===== src/rtl/ep0_seq_pkg.sv =====
package ep0_seq_pkg;

    typedef enum logic [1:0] {
        ST_IDLE   = 2'd0,
        ST_SETUP  = 2'd1,
        ST_DATA   = 2'd2,
        ST_STATUS = 2'd3
    } stage_t;

    typedef enum logic [1:0] {
        TK_SETUP = 2'd0,
        TK_OUT   = 2'd1,
        TK_IN    = 2'd2,
        TK_NONE  = 2'd3
    } tok_t;

    typedef enum logic [1:0] {
        RS_ACK = 2'd0,
        RS_NAK = 2'd1,
        RS_ZLP = 2'd2
    } rsp_t;

    localparam int SETUP_BYTES = 8;
    localparam int SETUP_IDX_W = $clog2(SETUP_BYTES);
    localparam int NUM_IRQ     = 2;

    typedef logic [SETUP_BYTES-1:0][7:0] setup_raw_t;

    typedef struct packed {
        logic [7:0]  rtype;
        logic [7:0]  code;
        logic [15:0] value;
        logic [15:0] index;
        logic [15:0] length;
    } setup_req_t;

    function automatic setup_req_t decode_setup(input setup_raw_t b);
        setup_req_t r;
        r.rtype  = b[0];
        r.code   = b[1];
        r.value  = {b[3], b[2]};
        r.index  = {b[5], b[4]};
        r.length = {b[7], b[6]};
        return r;
    endfunction

endpackage


===== src/rtl/ep0_setup_capture.sv =====
module ep0_setup_capture
    import ep0_seq_pkg::*;
(
    input  logic                   clk,
    input  logic                   rst,
    input  logic                   byte_we,
    input  logic [SETUP_IDX_W-1:0] byte_idx,
    input  logic [7:0]             byte_in,
    input  logic                   commit,
    output setup_req_t             req
);

    setup_raw_t shadow;

    for (genvar i = 0; i < SETUP_BYTES; i++) begin : g_byte
        always_ff @(posedge clk) begin
            if (rst) begin
                shadow[i] <= '0;
            end else if (byte_we && byte_idx == SETUP_IDX_W'(i)) begin
                shadow[i] <= byte_in;
            end
        end
    end

    always_ff @(posedge clk) begin
        if (rst) begin
            req <= '0;
        end else if (commit) begin
            req <= decode_setup(shadow);
        end
    end

    // the visible fields move only when a good setup packet commits
    a_r3_fields_hold: assert property (@(posedge clk) disable iff (rst)
        !commit |=> req == $past(req));

endmodule


===== src/rtl/ep0_irq_status.sv =====
module ep0_irq_status
    import ep0_seq_pkg::*;
(
    input  logic               clk,
    input  logic               rst,
    input  logic [NUM_IRQ-1:0] set,
    input  logic               clr_wr,
    input  logic [NUM_IRQ-1:0] clr,
    output logic [NUM_IRQ-1:0] flags
);

    logic [NUM_IRQ-1:0] clr_mask;

    always_comb clr_mask = clr_wr ? clr : '0;

    always_ff @(posedge clk) begin
        if (rst) begin
            flags <= '0;
        end else begin
            flags <= (flags & ~clr_mask) | set;
        end
    end

    a_r12_set_wins: assert property (@(posedge clk) disable iff (rst)
        (|set) |=> ((flags & $past(set)) == $past(set)));

    a_r12_clear_takes: assert property (@(posedge clk) disable iff (rst)
        clr_wr |=> ((flags & $past(clr & ~set)) == '0));

endmodule


===== src/rtl/ep0_stage_fsm.sv =====
module ep0_stage_fsm
    import ep0_seq_pkg::*;
#(
    parameter int SIZE_W = 7
) (
    input  logic                   clk,
    input  logic                   rst,
    input  logic                   tok_valid,
    input  tok_t                   tok_kind,
    input  logic                   rx_valid,
    input  logic                   pkt_end,
    input  logic                   pkt_err,
    input  logic                   pkt_data1,
    input  logic                   host_ack,
    input  logic                   cpu_setup_ack,
    input  logic                   cpu_eop_wr,
    input  logic                   cpu_eop_ep0,
    input  logic                   cpu_fifo_drained,
    output logic                   rsp_valid,
    output rsp_t                   rsp_code,
    output stage_t                 stage,
    output logic                   data_ready,
    output logic [SIZE_W-1:0]      data_size,
    output logic                   setup_byte_we,
    output logic [SETUP_IDX_W-1:0] setup_byte_idx,
    output logic                   setup_commit,
    output logic                   status_done,
    output logic                   irq_setup,
    output logic                   irq_status
);

    localparam logic [SIZE_W-1:0] CNT_MAX   = '1;
    localparam logic [SIZE_W-1:0] SETUP_CNT = SIZE_W'(SETUP_BYTES);

    stage_t            stage_q;
    tok_t              last_q;
    logic [SIZE_W-1:0] cnt_q;
    logic              acked_q, ready_q, tog_q, zlp_sent_q;
    logic              rsp_v_q;
    rsp_t              rsp_q;
    logic              irq_setup_q, irq_status_q;
    logic [SIZE_W-1:0] size_q;

    logic byte_fire, end_fire, setup_ok, out_end, out_take, out_keep, eop_go;

    always_comb begin
        byte_fire     = rx_valid && !tok_valid;
        end_fire      = pkt_end && !tok_valid && !rx_valid && !pkt_err;
        setup_ok      = end_fire && last_q == TK_SETUP && stage_q == ST_SETUP
                        && cnt_q == SETUP_CNT;
        out_end       = end_fire && last_q == TK_OUT;
        out_take      = out_end && stage_q == ST_DATA && acked_q && !ready_q;
        out_keep      = out_take && (pkt_data1 == tog_q);
        eop_go        = cpu_eop_wr && !cpu_eop_ep0 && stage_q == ST_DATA && acked_q;
        status_done   = host_ack && !tok_valid && zlp_sent_q && stage_q == ST_STATUS;
        setup_byte_we = byte_fire && last_q == TK_SETUP && stage_q == ST_SETUP
                        && cnt_q < SETUP_CNT;
        setup_byte_idx = cnt_q[SETUP_IDX_W-1:0];
        setup_commit  = setup_ok;
    end

    always_ff @(posedge clk) begin
        if (rst) begin
            stage_q      <= ST_IDLE;
            last_q       <= TK_NONE;
            cnt_q        <= '0;
            acked_q      <= 1'b0;
            ready_q      <= 1'b0;
            tog_q        <= 1'b0;
            zlp_sent_q   <= 1'b0;
            size_q       <= '0;
            rsp_v_q      <= 1'b0;
            rsp_q        <= RS_ACK;
            irq_setup_q  <= 1'b0;
            irq_status_q <= 1'b0;
        end else begin
            rsp_v_q      <= 1'b0;
            irq_setup_q  <= setup_ok;
            irq_status_q <= status_done;
            if (cpu_setup_ack && stage_q == ST_DATA) acked_q <= 1'b1;
            if (cpu_fifo_drained) ready_q <= 1'b0;
            if (eop_go) stage_q <= ST_STATUS;
            if (status_done) begin
                stage_q    <= ST_IDLE;
                zlp_sent_q <= 1'b0;
            end
            if (tok_valid) begin
                cnt_q  <= '0;
                last_q <= (tok_kind == TK_IN) ? TK_NONE : tok_kind;
                case (tok_kind)
                    TK_SETUP: begin
                        stage_q    <= ST_SETUP;
                        acked_q    <= 1'b0;
                        ready_q    <= 1'b0;
                        zlp_sent_q <= 1'b0;
                    end
                    TK_IN: begin
                        rsp_v_q <= 1'b1;
                        if (stage_q == ST_STATUS) begin
                            rsp_q      <= RS_ZLP;
                            zlp_sent_q <= 1'b1;
                        end else begin
                            rsp_q <= RS_NAK;
                        end
                    end
                    default: ;
                endcase
            end else if (rx_valid) begin
                if (cnt_q != CNT_MAX) cnt_q <= cnt_q + 1'b1;
            end else if (pkt_end) begin
                last_q <= TK_NONE;
                if (setup_ok) begin
                    rsp_v_q <= 1'b1;
                    rsp_q   <= RS_ACK;
                    stage_q <= ST_DATA;
                    tog_q   <= 1'b1;
                end
                if (out_end) begin
                    rsp_v_q <= 1'b1;
                    rsp_q   <= out_take ? RS_ACK : RS_NAK;
                    if (out_keep) begin
                        ready_q <= 1'b1;
                        size_q  <= cnt_q;
                        tog_q   <= ~tog_q;
                    end
                end
            end
        end
    end

    always_comb begin
        rsp_valid  = rsp_v_q;
        rsp_code   = rsp_q;
        stage      = stage_q;
        data_ready = ready_q;
        data_size  = size_q;
        irq_setup  = irq_setup_q;
        irq_status = irq_status_q;
    end

    a_r2_setup_irq_data: assert property (@(posedge clk) disable iff (rst)
        irq_setup_q |-> (stage_q == ST_DATA && $past(last_q) == TK_SETUP));

    a_r7_ready_rise_ack: assert property (@(posedge clk) disable iff (rst)
        $rose(ready_q) |-> (rsp_v_q && rsp_q == RS_ACK && $past(last_q) == TK_OUT));

    a_r8_status_entry: assert property (@(posedge clk) disable iff (rst)
        (stage_q == ST_STATUS && $past(stage_q) == ST_DATA)
        |-> $past(cpu_eop_wr && !cpu_eop_ep0));

    a_r10_zlp_in_status: assert property (@(posedge clk) disable iff (rst)
        (rsp_v_q && rsp_q == RS_ZLP) |-> $past(stage_q) == ST_STATUS);

    a_r10_done_idle: assert property (@(posedge clk) disable iff (rst)
        irq_status_q |-> (stage_q == ST_IDLE && $past(zlp_sent_q)));

    a_r11_abort_clears: assert property (@(posedge clk) disable iff (rst)
        (tok_valid && tok_kind == TK_SETUP) |=> (!ready_q && stage_q == ST_SETUP));

endmodule


===== src/rtl/ep0_ctrl_seq.sv =====
module ep0_ctrl_seq
    import ep0_seq_pkg::*;
#(
    parameter int SIZE_W = 7
) (
    input  logic              clk,
    input  logic              rst,
    input  logic              tok_valid,
    input  logic [1:0]        tok_kind,
    input  logic              rx_valid,
    input  logic [7:0]        rx_byte,
    input  logic              pkt_end,
    input  logic              pkt_err,
    input  logic              pkt_data1,
    input  logic              host_ack,
    input  logic              cpu_setup_ack,
    input  logic              cpu_eop_wr,
    input  logic              cpu_eop_ep0,
    input  logic              cpu_fifo_drained,
    input  logic              cpu_irq_clr_wr,
    input  logic [1:0]        cpu_irq_clr,
    output logic              rsp_valid,
    output logic [1:0]        rsp_code,
    output logic [1:0]        stage,
    output logic [7:0]        req_type,
    output logic [7:0]        req_code,
    output logic [15:0]       req_value,
    output logic [15:0]       req_index,
    output logic [15:0]       req_length,
    output logic              data_ready,
    output logic [SIZE_W-1:0] data_size,
    output logic              irq_setup,
    output logic              irq_status,
    output logic [1:0]        irq_flags
);

    rsp_t                   rsp_e;
    stage_t                 stage_e;
    logic                   byte_we, commit, status_done;
    logic [SETUP_IDX_W-1:0] byte_idx;
    setup_req_t             req;
    logic [NUM_IRQ-1:0]     irq_set;

    ep0_stage_fsm #(.SIZE_W(SIZE_W)) u_fsm (
        .clk              (clk),
        .rst              (rst),
        .tok_valid        (tok_valid),
        .tok_kind         (tok_t'(tok_kind)),
        .rx_valid         (rx_valid),
        .pkt_end          (pkt_end),
        .pkt_err          (pkt_err),
        .pkt_data1        (pkt_data1),
        .host_ack         (host_ack),
        .cpu_setup_ack    (cpu_setup_ack),
        .cpu_eop_wr       (cpu_eop_wr),
        .cpu_eop_ep0      (cpu_eop_ep0),
        .cpu_fifo_drained (cpu_fifo_drained),
        .rsp_valid        (rsp_valid),
        .rsp_code         (rsp_e),
        .stage            (stage_e),
        .data_ready       (data_ready),
        .data_size        (data_size),
        .setup_byte_we    (byte_we),
        .setup_byte_idx   (byte_idx),
        .setup_commit     (commit),
        .status_done      (status_done),
        .irq_setup        (irq_setup),
        .irq_status       (irq_status)
    );

    ep0_setup_capture u_cap (
        .clk      (clk),
        .rst      (rst),
        .byte_we  (byte_we),
        .byte_idx (byte_idx),
        .byte_in  (rx_byte),
        .commit   (commit),
        .req      (req)
    );

    always_comb irq_set = {status_done, commit};

    ep0_irq_status u_irq (
        .clk    (clk),
        .rst    (rst),
        .set    (irq_set),
        .clr_wr (cpu_irq_clr_wr),
        .clr    (cpu_irq_clr),
        .flags  (irq_flags)
    );

    always_comb begin
        rsp_code   = rsp_e;
        stage      = stage_e;
        req_type   = req.rtype;
        req_code   = req.code;
        req_value  = req.value;
        req_index  = req.index;
        req_length = req.length;
    end

endmodule


===== config.mk =====
export PLATFORM = sky130hd
export DESIGN_NAME = ep0_ctrl_seq
export DESIGN_NICKNAME = d
export VERILOG_FILES = /design/src/rtl/ep0_seq_pkg.sv /design/src/rtl/ep0_setup_capture.sv /design/src/rtl/ep0_irq_status.sv /design/src/rtl/ep0_stage_fsm.sv /design/src/rtl/ep0_ctrl_seq.sv
export SDC_FILE = /design/constraint.sdc
export NUM_CORES = 1
export LEC_CHECK = 0
export BUFFER_PORTS_ARGS = -buffer_cell sky130_fd_sc_hd__buf_2
export CORE_AREA = 2 2 103 130
export DETAILED_ROUTE_END_ITERATION = 8
export DIE_AREA = 0 0 105 132
export GPL_TIMING_DRIVEN = 0
export PLACE_DENSITY = 0.69
export SYNTH_ARGS = -nofsm -noshare
export SYNTH_HDL_FRONTEND = slang
export SYNTH_SLANG_ARGS = --single-unit

===== constraint.sdc =====
create_clock -name clk -period 2.3 [get_ports clk]
set_clock_uncertainty 0.2 [all_clocks]
set_input_delay 0.46 -clock clk [delete_from_list [all_inputs] [get_ports clk]]
set_output_delay 0.46 -clock clk [all_outputs]
set_load 0.01 [all_outputs]

==> out/results.tsv, run 1 <==
stage	metric	value	unit
synthesis	synth_cells	644	
finish	diodes	0	
finish	nNetsFinal	791	
routing	drt_wl_total	14700	um
cts	insertion_delay	410	ps
synthesis	async_reset_ff_frac	0	
finish	final_core_util	0.600	
power	p_sw	1.17	mW
global_routing	grt_pass1_vias	4793	
power	pwr-share-comb	0.030	
die	die_w	105	um
finish	layout.cells.most_common	dfxtp_1	
sta	slew_headroom	0.493	
min_path	hold_depth	3	
setup_path	reg2reg_slack	90	ps
setup_path	worstPathArrival	2290	ps
synthesis	ys_warn_count	0	
setup_path	cp_data_required_time	2370	ps
die	io-pin-count	106	
setup_path	path_max_fanout	10	
power	p_sw_frac	0.201	
routing	antenna_left	0	
die	core	12500	sq um
global_routing	grt_usage	0.214	
power	pwr-share-seq	0.468	
setup_path	path_class	flip-flop to flip-flop	
cts	cts.reportedPaths.clkPinSlew	60	ps
synthesis	synth_top_area_share	0.507	
outcome	outcome	complete, no violations	
synthesis	synth_seq_cells	157	
cts	cts_tree	done	
setup_path	reg2reg_depth	7	
sta	setup_viol	0	
setup_path	endpoint_kind	flip-flop	
routing	avgViaCountPerCell	5.15	
place	io_buffers	97	
synthesis	synthesis.nets	675	
routing	drc_errors	0	
global_routing	grt_pass1_wl	23600	um
power	ir_drop	0.469	mV
power	p_per_area	776	nW/um^2
min_path	holdPathEnd	u_fsm.data_ready$_SDFF_PP0_	
synthesis	syn_avg_cell_area	9.63	sq um
cts	numCtsBuffers	17	
power	p_leak	3.41	nW
sta	finalHoldViolCount	0	
cts	cts_root_buffer	clkbuf_16	
synthesis	synthFlopType	dfxtp_1	
routing	wl_per_cell	15.7	um
global_routing	grt_max_degree	17	
die	initial_core_util	0.494	
synthesis	synth_cell_types	41	
cts	ctsLongestPathBuffers	2	
sta	tightest_slew	761	ps
global_routing	antenna_found_initial	0	
sta	hold_ws	117	ps
setup_path	rr_endpoint	u_cap.req[4]$_SDFFE_PP0P_	
finish	layout_common_cells	157 x dfxtp_1, 139 x nand2_1, 101 x buf_2, 81 x nor2_1, 72 x mux2i_1	
synthesis	synth_area_leaders	dfxtp_1 51%, mux2i_1 12%, nand2_1 8.4%	
synthesis	synth-edff-count	0	
min_path	min_from	cpu_fifo_drained	
routing	dr.pass1.iters	5	
power	clkPwrFrac	0.501	
synthesis	netlist_area	6200	sq um
die	num_rows	46	
sta	post-route-min-period	2210	ps
place	gp_congestion	0.862	
setup_path	reg2reg_from	u_fsm.stage[0]$_SDFF_PP0_	
sta	drv_slew	0	
cts	postCtsSetupBuffers	0	
sta	fmax	452	MHz
cts	post_cts_resized	0	
synthesis	synth_top_area_cell	dfxtp_1	
routing	via_count	4839	
routing	drtIter0Drc	234	
synthesis	ys_seq_area_frac	0.507	
die	die_height	132	um
setup_path	critPathLaunchType	flip-flop	
global_routing	overflow	0	
finish	area_growth	21.3	%
power	p_int	4.67	mW
die	die_area	13900	sq um
finish	layout-drive-gt1-share	0.263	
cts	cts.sinks	157	
cts	cts-hold-fix-buffers	0	
cts	htree_num_levels	4	
min_path	hp-class	input pin to flip-flop	
run	max-cap-violations	0	
place	hpwl	10600	um
sta	finalCritPeriodShare	0.963	
critical path, stage by stage, from the launching register on:
cell and delay (ps):
dfxtp_1 490, nor4b_4 310, buf_6 240, nand4_4 210
buf_4 260, buf_4 180, nand2_1 110, a21oi_2 60
layout make-up:
cell class	instances	area (sq um)
Tap cell	168	210
Clock buffer	24	482
Inverter	6	22.5
Multi-Input combinational cell	435	2770
Buffer	46	279
Fill cell	1108	5020
Clock inverter	6	134
Sequential cell	157	3140
Timing Repair Buffer	97	485
layer usage:
metal | vias to the layer above | track usage | wire (um) | part of all wire
met5 | - | 0 | 0 | 0
met4 | 0 | 0.0748 | 280 | 0.019
met1 | 2304 | 0.246 | 6060 | 0.41
met2 | 142 | 0.387 | 7630 | 0.52
met3 | 28 | 0.0479 | 739 | 0.050
li1 | 2365 | - | - | -
power by group through the flow:
| stage | Combinational (mW) | Clock [mW] | Sequential (mW) |
|---|---|---|---|
| after floorplan | 0.109 | 0 | 2.79 |
| after global placement | 0.174 | 0 | 2.79 |
| after detailed placement | 0.175 | 0 | 2.79 |
| after CTS | 0.177 | 2.96 | 2.73 |
| after global routing | 0.191 | 3.09 | 2.73 |
| final | 0.177 | 2.93 | 2.73 |
state kept, by name (all words and copies together) (netlist names):
| signal | cells |
|---|---|
| u_fsm.rsp_code | 2 |
| u_fsm.acked_q | 1 |
| u_fsm.cnt_q | 7 |
| u_fsm.stage | 2 |
| u_fsm.data_ready | 1 |
| u_fsm.rsp_valid | 1 |
| u_fsm.irq_setup | 1 |
| u_fsm.irq_status | 1 |
| u_fsm.data_size | 7 |
| u_irq.flags | 2 |
| u_fsm.tog_q | 1 |
| u_fsm.zlp_sent_q | 1 |
| u_cap.req | 64 |
| u_cap.shadow | 64 |
| u_fsm.last_q | 2 |
cell usage after synthesis, types with 2 or more instances:
master	count
dfxtp_1	157
nand2_1	139
nor2_1	81
mux2i_1	72
a21oi_2	50
clkbuf_1	29
a21oi_1	21
nand4_4	8
o21ai_0	8
buf_8	6
ha_1	6
inv_1	6
nor2b_1	6
nor3_1	5
and2_1	4
buf_2	4
nand3_1	4
a31oi_1	3
and4_1	3
buf_4	3
buf_6	3
nand4_1	3
and3b_1	2
nand3b_1	2
xnor2_1	2
xor2_1	2
cell families after synthesis:
group,share of synthesized area
compound gates,0.102
flops,0.507
buf+inv,0.0486
simple gates,0.208
mux,0.116
xor+xnor,0.00565
fa+ha+maj,0.0121
through the flow:
step                      setup TNS, ps  cells  setup WS [ps]  instance area, sq um  total power [mW]
after floorplan                       0    644            428                  6200              2.90
after global placement                0    909           61.8                  6900              2.97
after detailed placement              0    909           19.2                  6900              2.97
after CTS                             0    939           68.7                  7510              5.87
after global routing               -164    939          -31.5                  7520              6.01
final                                 0    939           86.0                  7520              5.84
worst max path at each step:
stage / from / to / cells after the start
floorplan: u_fsm.stage[0]$_SDFF_PP0_ / u_cap.req[15]$_SDFFE_PP0P_ / 7
global placement: rx_valid / u_cap.req[47]$_SDFFE_PP0P_ / 7
detailed placement: rx_valid / u_cap.req[5]$_SDFFE_PP0P_ / 7
CTS: u_fsm.stage[0]$_SDFF_PP0_ / u_cap.req[4]$_SDFFE_PP0P_ / 7
global route: u_fsm.stage[0]$_SDFF_PP0_ / u_cap.req[4]$_SDFFE_PP0P_ / 7
finish: u_fsm.stage[0]$_SDFF_PP0_ / u_cap.req[4]$_SDFFE_PP0P_ / 7
No activity file was read; power rests on OpenSTA's default activity.
==> inputs of run 2 (changes only) <==
- BUFFER_PORTS_ARGS: -buffer_cell sky130_fd_sc_hd__buf_2 -> not set
- DONT_BUFFER_PORTS: not set -> 1
- PLACE_DENSITY: 0.69 -> 0.62
==> out/results.tsv, run 2 (synthesized netlist as in run 1, its figures left out) <==
stage	metric	value	unit
global_routing	grt_max_degree	17	
power	ir_drop	0.413	mV
die	initial_core_util	0.494	
sta	tightest_slew	732	ps
cts	cts_root_buffer	clkbuf_16	
routing	drtIter0Drc	151	
power	p_per_area	813	nW/um^2
cts	cts.reportedPaths.clkPinSlew	60	ps
sta	finalHoldViolCount	0	
die	core	12500	sq um
setup_path	reg2reg_slack	170	ps
min_path	min_from	cpu_fifo_drained	
setup_path	path_max_fanout	10	
finish	nNetsFinal	696	
place	gp_congestion	0.788	
power	p_leak	2.88	nW
die	die_height	132	um
finish	area_growth	13.6	%
place	dpl_cell_area	6410	sq um
min_path	hp-class	input pin to flip-flop	
place	hpwl	10400	um
routing	wl_per_cell	16.8	um
setup_path	endpoint_kind	flip-flop	
setup_path	reg2reg_from	u_fsm.stage[1]$_SDFF_PP0_	
routing	dr.pass1.iters	5	
setup_path	critPathLaunchType	flip-flop	
place	place_inst	812	
cts	postCtsSetupBuffers	0	
setup_path	worstPathArrival	2200	ps
cts	ctsLongestPathBuffers	2	
cts	htree_num_levels	4	
finish	nFillCells	1202	
run	max-cap-violations	0	
global_routing	grt_usage	0.212	
sta	post-route-min-period	2130	ps
cts	cts_tree	done	
routing	drc_errors	0	
die	die_area	13900	sq um
die	num_rows	46	
setup_path	slowest_stage	dfxtp_1	
finish	layout.cells.most_common	dfxtp_1	
finish	layout-drive-gt1-share	0.162	
min_path	holdPathEnd	u_fsm.data_ready$_SDFF_PP0_	
cts	numCtsBuffers	17	
routing	avgViaCountPerCell	5.24	
sta	drv_slew	0	
die	io-pin-count	106	
min_path	hold_depth	2	
finish	layout_common_cells	156 x dfxtp_1, 139 x nand2_1, 81 x nor2_1, 72 x mux2i_1, 50 x a21oi_2	
routing	antenna_left	0	
finish	reg_top3	u_cap.req: 64 flops, u_cap.shadow: 64 flops	
cts	cts.sinks	157	
outcome	outcome	complete, no violations	
finish	design_area	7050	sq um
global_routing	overflow	0	
routing	drt_wl_total	14200	um
cts	insertion_delay	410	ps
routing	via_count	4433	
sta	setup_viol	0	
setup_path	rr_endpoint	u_cap.req[4]$_SDFFE_PP0P_	
setup_path	crit_chain	nor4b_4 > buf_6 > nand4_4 > buf_4 > buf_4 > nand2_1 > a21oi_2	
setup_path	cp_data_required_time	2370	ps
setup_path	cpMostUsedCell	buf_4	
sta	finalCritPeriodShare	0.926	
global_routing	antenna_found_initial	0	
place	io_buffers	0	
sta	rsz0062_at_grt	false	
setup_path	reg2reg_depth	7	
finish	final_cells	846	
setup_path	worst_path_largest_cell_delay	440	ps
setup_path	path_class	flip-flop to flip-flop	
sta	fmax	469	MHz
sta	slew_headroom	0.512	
global_routing	grt_pass1_vias	4584	
global_routing	grt_pass1_wl	23200	um
sta	finalSetupTns	0	ps
finish	diodes	0	
die	die_w	105	um
[run 2: worst max-delay path, delay by kind of cell (launching register included)]
kind            cells  cell delay (ps)
flops               1              440
compound gates      1               50
buf+inv             3              670
simple gates        3              600
[run 2: routing by layer]
layer	global-route usage	part of all wire
met1	0.240	0.41
met2	0.373	0.52
met3	0.0707	0.065
met4	0.0719	0.015
met5	0	0
[run 2: timing repair]
item                                    4_1_cts  5_1_grt
hold endpoints to repair                      3        0
endpoints found under the setup margin        0       36
hold buffers                                  2        0
resized for setup                             0        2
[run 2: through the flow]
stage / total power, mW / util / setup WS, ps / hold WS, ps
floorplan: 2.90 / - / 428 / 236
global placement: 2.95 / 0.511 / 75.5 / 242
detailed placement: 2.95 / 0.511 / 34.7 / 260
CTS: 5.77 / 0.561 / 16.8 / 10.8
global route: 5.91 / 0.562 / 17.6 / 33.7
finish: 5.73 / 0.562 / 169 / 28.2
[run 2: power breakdown]
part / internal (mW) / switching (mW)
Combinational: 0.0388 / 0.118
Clock: 1.76 / 1.08
Sequential: 2.73 / 0.00834
[run 2: area by class of cell]
cell class / instances / area [sq um] / area share
clock buffer: 22 / 464 / 0.0659
timing repair buffer: 2 / 20.0 / 0.00284
sequential: 157 / 3140 / 0.446
buffer: 46 / 279 / 0.0396
inverter: 6 / 22.5 / 0.00320
multi-input combinational: 435 / 2770 / 0.393
tap: 168 / 210 / 0.0298
clock inverter: 10 / 139 / 0.0197
[run 2: worst max-delay path by stage]
stage                                     start                    endpoint  cells past startpoint
floorplan             u_fsm.stage[0]$_SDFF_PP0_  u_cap.req[15]$_SDFFE_PP0P_                      7
global placement      u_fsm.stage[0]$_SDFF_PP0_  u_cap.req[47]$_SDFFE_PP0P_                      7
detailed placement    u_fsm.stage[0]$_SDFF_PP0_   u_cap.req[4]$_SDFFE_PP0P_                      7
CTS                   u_fsm.stage[0]$_SDFF_PP0_   u_cap.req[4]$_SDFFE_PP0P_                      7
global route        u_fsm.cnt_q[0]$_SDFFE_PP0P_  u_cap.req[51]$_SDFFE_PP0P_                      7
finish                u_fsm.stage[1]$_SDFF_PP0_   u_cap.req[4]$_SDFFE_PP0P_                      7
